**src/rtl/busdp_pkg.sv**
```systemverilog
`timescale 1ns/1ps
package busdp_pkg;
  localparam int SEL_W = 3;
  localparam int SEL_N = 1 << SEL_W;

  typedef enum logic [SEL_W-1:0] {
    SRC_ZERO, SRC_MAR, SRC_PC, SRC_MBR, SRC_AC, SRC_IR, SRC_MEM, SRC_IN
  } srcCode_e;

  typedef enum logic [SEL_W-1:0] {
    DST_NONE, DST_MAR, DST_PC, DST_MBR, DST_AC, DST_IR, DST_MEM, DST_OUT
  } dstCode_e;

  typedef enum logic [1:0] {ALU_PASS, ALU_ADD, ALU_SUB, ALU_PASSB} aluOp_e;
  typedef enum logic [1:0] {AC_BUS, AC_ALU, AC_MBR, AC_ONE} acSel_e;

  typedef struct packed {
    logic [SEL_N-1:0] srcEn;
    logic [SEL_N-1:0] dstEn;
    aluOp_e           aluOp;
    acSel_e           acSel;
    logic             pcInc;
  } busCtl_t;
endpackage

```
**src/rtl/busdp_ctrl.sv**
```systemverilog
`timescale 1ns/1ps
module busdp_ctrl
  import busdp_pkg::*;
(
  input  logic             clk,
  input  logic             rstN,
  input  logic [SEL_W-1:0] srcSel,
  input  logic [SEL_W-1:0] dstSel,
  input  logic [1:0]       aluOp,
  input  logic [1:0]       acSel,
  input  logic             pcInc,
  output busCtl_t          ctl
);
  logic [SEL_N-1:0] srcOh;
  logic [SEL_N-1:0] dstOh;

  for (genvar g = 0; g < SEL_N; g++) begin : g_dec
    assign srcOh[g] = (srcSel == SEL_W'(g));
    assign dstOh[g] = (dstSel == SEL_W'(g));
  end

  always_comb begin
    ctl.srcEn = srcOh;
    ctl.dstEn = dstOh;
    ctl.aluOp = aluOp_e'(aluOp);
    ctl.acSel = acSel_e'(acSel);
    ctl.pcInc = pcInc;
  end

  // exactly one bus driver each cycle
  assert_one_source_R2: assert property (@(posedge clk) disable iff (!rstN)
    $onehot(ctl.srcEn));
  // at most one receiver each cycle
  assert_one_receiver_R3: assert property (@(posedge clk) disable iff (!rstN)
    $onehot0(ctl.dstEn));
endmodule

```
**src/rtl/busdp_path.sv**
```systemverilog
`timescale 1ns/1ps
module busdp_path
  import busdp_pkg::*;
#(
  parameter int DATA_W = 16,
  parameter int ADDR_W = 12
) (
  input  logic              clk,
  input  logic              rstN,
  input  busCtl_t           ctl,
  input  logic [DATA_W-1:0] memRdData,
  input  logic [DATA_W-1:0] inWord,
  output logic [ADDR_W-1:0] memAddr,
  output logic              memWe,
  output logic [DATA_W-1:0] memWrData,
  output logic [DATA_W-1:0] outWord,
  output logic              acNeg,
  output logic              acZero,
  output logic [DATA_W-ADDR_W-1:0] opcode
);
  localparam int OP_W  = DATA_W - ADDR_W;
  localparam int EXT_W = DATA_W - ADDR_W;

  logic [ADDR_W-1:0] mar, pc;
  logic [DATA_W-1:0] mbr, ac, ir, inReg, outReg;
  logic [DATA_W-1:0] srcVal [SEL_N];
  logic [DATA_W-1:0] busVal, aluRes, acNext;
  logic              acLoad;

  assign srcVal[int'(SRC_ZERO)] = '0;
  assign srcVal[int'(SRC_MAR)]  = {{EXT_W{1'b0}}, mar};
  assign srcVal[int'(SRC_PC)]   = {{EXT_W{1'b0}}, pc};
  assign srcVal[int'(SRC_MBR)]  = mbr;
  assign srcVal[int'(SRC_AC)]   = ac;
  assign srcVal[int'(SRC_IR)]   = ir;
  assign srcVal[int'(SRC_MEM)]  = memRdData;
  assign srcVal[int'(SRC_IN)]   = inReg;

  // one-hot AND-OR bus
  always_comb begin
    busVal = '0;
    for (int i = 0; i < SEL_N; i++)
      if (ctl.srcEn[i]) busVal = busVal | srcVal[i];
  end

  always_comb begin
    case (ctl.aluOp)
      ALU_ADD: aluRes = ac + mbr;
      ALU_SUB: aluRes = ac - mbr;
      default: aluRes = mbr;
    endcase
  end

  always_comb begin
    case (ctl.acSel)
      AC_ALU:  acNext = aluRes;
      AC_MBR:  acNext = mbr;
      AC_ONE:  acNext = DATA_W'(1);
      default: acNext = busVal;
    endcase
    acLoad = (ctl.acSel != AC_BUS) || ctl.dstEn[int'(DST_AC)];
  end

  always_ff @(posedge clk) begin
    if (!rstN) begin
      mar <= '0; pc <= '0; mbr <= '0; ac <= '0;
      ir <= '0; inReg <= '0; outReg <= '0;
    end else begin
      inReg <= inWord;
      if (ctl.dstEn[int'(DST_MAR)]) mar <= busVal[ADDR_W-1:0];
      if (ctl.dstEn[int'(DST_PC)])  pc  <= busVal[ADDR_W-1:0];
      else if (ctl.pcInc)           pc  <= pc + 1'b1;
      if (ctl.dstEn[int'(DST_MBR)]) mbr <= busVal;
      if (acLoad)                   ac  <= acNext;
      if (ctl.dstEn[int'(DST_IR)])  ir  <= busVal;
      if (ctl.dstEn[int'(DST_OUT)]) outReg <= busVal;
    end
  end

  assign memAddr   = mar;
  assign memWe     = ctl.dstEn[int'(DST_MEM)];
  assign memWrData = busVal;
  assign outWord   = outReg;
  assign acNeg     = ac[DATA_W-1];
  assign acZero    = (ac == '0);
  assign opcode    = ir[DATA_W-1 -: OP_W];

  // increment steps PC by one when no bus load targets it
  assert_pc_step_R7: assert property (@(posedge clk) disable iff (!rstN)
    (ctl.pcInc && !ctl.dstEn[int'(DST_PC)]) |=> (pc == ADDR_W'($past(pc) + 1'b1)));
  // unselected MAR holds
  assert_mar_hold_R3: assert property (@(posedge clk) disable iff (!rstN)
    !ctl.dstEn[int'(DST_MAR)] |=> $stable(mar));
  // output register holds unless addressed
  assert_out_hold_R12: assert property (@(posedge clk) disable iff (!rstN)
    !ctl.dstEn[int'(DST_OUT)] |=> $stable(outReg));
  // no destination, no memory write
  assert_none_quiet_R12: assert property (@(posedge clk) disable iff (!rstN)
    ctl.dstEn[int'(DST_NONE)] |-> !memWe);
  // constant-one side path
  assert_ac_one_R5: assert property (@(posedge clk) disable iff (!rstN)
    (ctl.acSel == AC_ONE) |=> (ac == DATA_W'(1)));
  // flags never both set
  assert_flags_R9: assert property (@(posedge clk) disable iff (!rstN)
    acZero |-> !acNeg);
endmodule

```
**src/rtl/busdp_top.sv**
```systemverilog
`timescale 1ns/1ps
module busdp_top
  import busdp_pkg::*;
#(
  parameter int DATA_W = 16,
  parameter int ADDR_W = 12
) (
  input  logic                     clk,
  input  logic                     rstN,
  input  logic [2:0]               srcSel,
  input  logic [2:0]               dstSel,
  input  logic [1:0]               aluOp,
  input  logic [1:0]               acSel,
  input  logic                     pcInc,
  input  logic [DATA_W-1:0]        memRdData,
  input  logic [DATA_W-1:0]        inWord,
  output logic [ADDR_W-1:0]        memAddr,
  output logic                     memWe,
  output logic [DATA_W-1:0]        memWrData,
  output logic [DATA_W-1:0]        outWord,
  output logic                     acNeg,
  output logic                     acZero,
  output logic [DATA_W-ADDR_W-1:0] opcode
);
  busCtl_t ctl;

  busdp_ctrl i_ctrl (
    .clk(clk), .rstN(rstN), .srcSel(srcSel), .dstSel(dstSel),
    .aluOp(aluOp), .acSel(acSel), .pcInc(pcInc), .ctl(ctl)
  );

  busdp_path #(.DATA_W(DATA_W), .ADDR_W(ADDR_W)) i_path (
    .clk(clk), .rstN(rstN), .ctl(ctl), .memRdData(memRdData), .inWord(inWord),
    .memAddr(memAddr), .memWe(memWe), .memWrData(memWrData), .outWord(outWord),
    .acNeg(acNeg), .acZero(acZero), .opcode(opcode)
  );
endmodule

```
**config.mk**
```make
export PLATFORM = sky130hd
export DESIGN_NAME = busdp_top
export DESIGN_NICKNAME = d
export VERILOG_FILES = /design/src/rtl/busdp_pkg.sv /design/src/rtl/busdp_ctrl.sv /design/src/rtl/busdp_path.sv /design/src/rtl/busdp_top.sv
export SDC_FILE = /design/constraint.sdc
export NUM_CORES = 1
export LEC_CHECK = 0
export ABC_AREA = 1
export CAP_MARGIN = 15
export CORE_UTILIZATION = 60
export DETAILED_ROUTE_END_ITERATION = 7
export DONT_BUFFER_PORTS = 1
export PLACE_DENSITY = 0.76
export SETUP_SLACK_MARGIN = 0.3
export SLEW_MARGIN = 20
export SYNTH_ARGS = -nofsm -noshare
export SYNTH_HDL_FRONTEND = slang
export SYNTH_HIERARCHICAL = 1
export SYNTH_SLANG_ARGS = --single-unit
```
**constraint.sdc**
```tcl
create_clock -name clk -period 3.6 [get_ports clk]
set_input_delay 0.54 -clock clk [delete_from_list [all_inputs] [get_ports clk]]
set_output_delay 0.54 -clock clk [all_outputs]
set_load 0.02 [all_outputs]
```
==> flow_metrics.env <==
export IMPL_cts_buffer_depth=2
export IMPL_ys_warn_count=6
export IMPL_hold_violations=0
export IMPL_hp_class="input port to flop"
export IMPL_cts_post_setup_buffers_inserted=0
export IMPL_nets=1029
export IMPL_outcome="finished, final reports clean"
export IMPL_dieHeight_um=106
export IMPL_placed_cell_area_um2=6480
export IMPL_seq_area_um2=2080
export IMPL_grt_pass1_vias=5610
export IMPL_slew_headroom_pct=36.8
export IMPL_worstHoldStart="inWord[12]"
export IMPL_fin_setup_tns_ns=0
export IMPL_worst_slew_pin_slew_ns=0.947
export IMPL_clock_latency_ns=0.37
export IMPL_grt_util_all_layers_pct=32.2
export IMPL_hpwl_um=13000
export IMPL_avgRoutedWirePerCell_um=15.8
export IMPL_finish_utilization_pct=64.0
export IMPL_fin_crit_sh_pct=77.3
export IMPL_required_ns=3.87
export IMPL_swShare_pct=37.6
export IMPL_dp_cells=1090
export IMPL_clk_pin_slew_ns=0.11
export IMPL_drc=0
export IMPL_seq_power_share_pct=46.7
export IMPL_setup_violations=0
export IMPL_vias=6157
export IMPL_final_area_um2=6660
export IMPL_power_leakage_nw=3.38
export IMPL_p_clk_share_pct=25.2
export IMPL_busiest_layer="met2"
export IMPL_p_per_area_nw_per_um2=418
export IMPL_die_area_um2=11300
export IMPL_gr_usage_met1_pct=43.2
export IMPL_start_util_pct=62.4
export IMPL_diodes=0
export IMPL_cts_resized=0
export IMPL_vdd_ir_drop_max_v=0.000267
export IMPL_synthesis_nets=1057
export IMPL_p_total_w=0.00279
export IMPL_cts_tree="yes"
export IMPL_ff2ff_setup_slack_ns=0.82
export IMPL_synth_area_um2=6500
export IMPL_end_kind="flop"
export IMPL_crit_type="flop to flop"
export IMPL_drt_initial_drc_count=530
export IMPL_fin_crit_ns=2.78
export IMPL_max_freq_mhz=359
export IMPL_multi_input_area_um2=3440
export IMPL_crit_start="i_path/mbr[1]"
export IMPL_gr_usage_met3_pct=6.56
export IMPL_cts_hold_buf=0
export IMPL_fill_cells=1001
export IMPL_drive_gt1_share_pct=7.73
export IMPL_p_comb_share_pct=28.1
export IMPL_cts_buffers_inserted=9
export IMPL_drt_total_wl_um=17500
export IMPL_drtAntennaViolNets=0
export IMPL_finalClockSkew_ns=0.00828
export IMPL_rows=37
export IMPL_arrival_ns=3.05
export IMPL_slew_violations=0
export IMPL_core_area_um2=10400
export IMPL_grt_pass1_wl_um=28300
export IMPL_die_x_um=106
export IMPL_r2r_start="i_path/mbr[1]"
export IMPL_grt_overflow_total=0
export IMPL_syn2layout_area_growth_pct=2.52
export IMPL_antenna_found_initial=0
export IMPL_p_int_w=0.00174
export IMPL_grt_max_degree=59
export IMPL_whs_endpoint="i_path/inReg[12]"
export IMPL_clock_sink_count=104
export IMPL_start_kind="flop"
export IMPL_whs_path_depth=2
export IMPL_grtUsageMet2_pct=51.1
export IMPL_switching_power_w=0.00105
export IMPL_reg2reg_to="i_path/ac[15]"
export IMPL_first_pass_iters=5
export IMPL_ios=96
export IMPL_synth_avg_cell_area_um2=6.54
export IMPL_rsz0062_at_grt="false"
export IMPL_synthCells=993
export IMPL_cts_htree_levels=3
export IMPL_portBuffers=0
export IMPL_max_cap_violations=0
export IMPL_root_buffer="clkbuf_8"
export IMPL_rr_worst_depth=20
export IMPL_finalNonFillerCells=1106
export IMPL_place_congestion=0.962
export IMPL_path_max_fanout=4
export IMPL_viasPerCell=5.57
==> cell usage in the layout, fill, tap and decap left out, types with 2 or more instances in the layout <==
cell type,n
inv_6,3
ha_1,18
a22oi_1,5
a21oi_2,6
nand2_2,3
o21ai_0,90
nand2_1,184
nand3_1,33
nand3_2,3
or2_2,2
xor2_1,18
inv_4,2
o211ai_1,16
clkbuf_8,9
a31oi_1,9
o21bai_1,2
inv_1,167
inv_2,16
clkinvlp_4,2
a221oi_1,3
nand4_1,4
dfxtp_1,104
nor3_1,3
o21ai_1,31
buf_4,12
a21oi_1,97
nor2_2,2
a221oi_2,5
nor4_1,5
nor2_1,98
==> metrics by stage <==
step,hold WS (ns),worst slack [ns]
final,0.261,0.816
after global routing,0.234,0.434
after CTS,0.243,0.830
after detailed placement,0.506,0.744
after global placement,0.497,0.772
after floorplan,0.472,0.964
==> per-layer routing <==
| metal | share of wire (%) | wire length (µm) | up-vias |
|---|---|---|---|
| li1 | - | - | 3140 |
| met1 | 45 | 7890 | 2750 |
| met2 | 45 | 7870 | 235 |
| met3 | 7.3 | 1280 | 32 |
| met4 | 2.5 | 445 | 0 |
| met5 | 0 | 0 | - |
==> power by group through the flow <==
stage	sequential (W)	combinational, W	clock, W
after floorplan	0.00130	0.000636	0
after global placement	0.00133	0.000761	0
after detailed placement	0.00133	0.000767	0
after CTS	0.00130	0.000772	0.000710
after global routing	0.00131	0.000883	0.000760
final	0.00130	0.000783	0.000704
==> worst max path at each step <==
stage                     slack (ns)       endpoint  cells past startpoint
after floorplan                 0.96  i_path/ac[15]                     18
after global placement          0.77  i_path/ac[11]                     17
after detailed placement        0.74  i_path/ac[12]                     17
after CTS                       0.83  i_path/ac[15]                     20
after global routing            0.43  i_path/ac[15]                     21
final                           0.82  i_path/ac[15]                     20
==> worst max-delay path, stage by stage, from the launching register on <==
cell and delay, ns:
dfxtp_1 0.36, inv_1 0.12, ha_1 0.20, nand3_2 0.12, nor3_4 0.17, nand3_2 0.13, o31ai_4 0.24, nand2_1 0.08
nor2_1 0.09, nor2_1 0.05, ha_1 0.32, nand2_1 0.12, inv_1 0.05, nand2_1 0.06, nand2_1 0.04, a21oi_1 0.11
nand2_1 0.09, nand3_1 0.09, nand3_1 0.08, nand2_1 0.10, a21oi_2 0.05
==> flip-flops by register name (all words and copies together) (netlist names) <==
signal,cells
i_path/outWord,16
i_path/ac,16
i_path/memAddr,12
i_path/pc,12
i_path/mbr,16
i_path/ir,16
i_path/inReg,16
==> area by class of cell <==
type / instances / share of cell area [%]
well taps: 136 / 2.55
inverters: 185 / 10.5
clock inverters: 7 / 0.920
repair buffers: 12 / 1.35
clock buffers: 9 / 1.86
flip-flops and latches: 104 / 31.2
multi-input cells: 653 / 51.6
No activity file was read; power rests on OpenSTA's default activity.
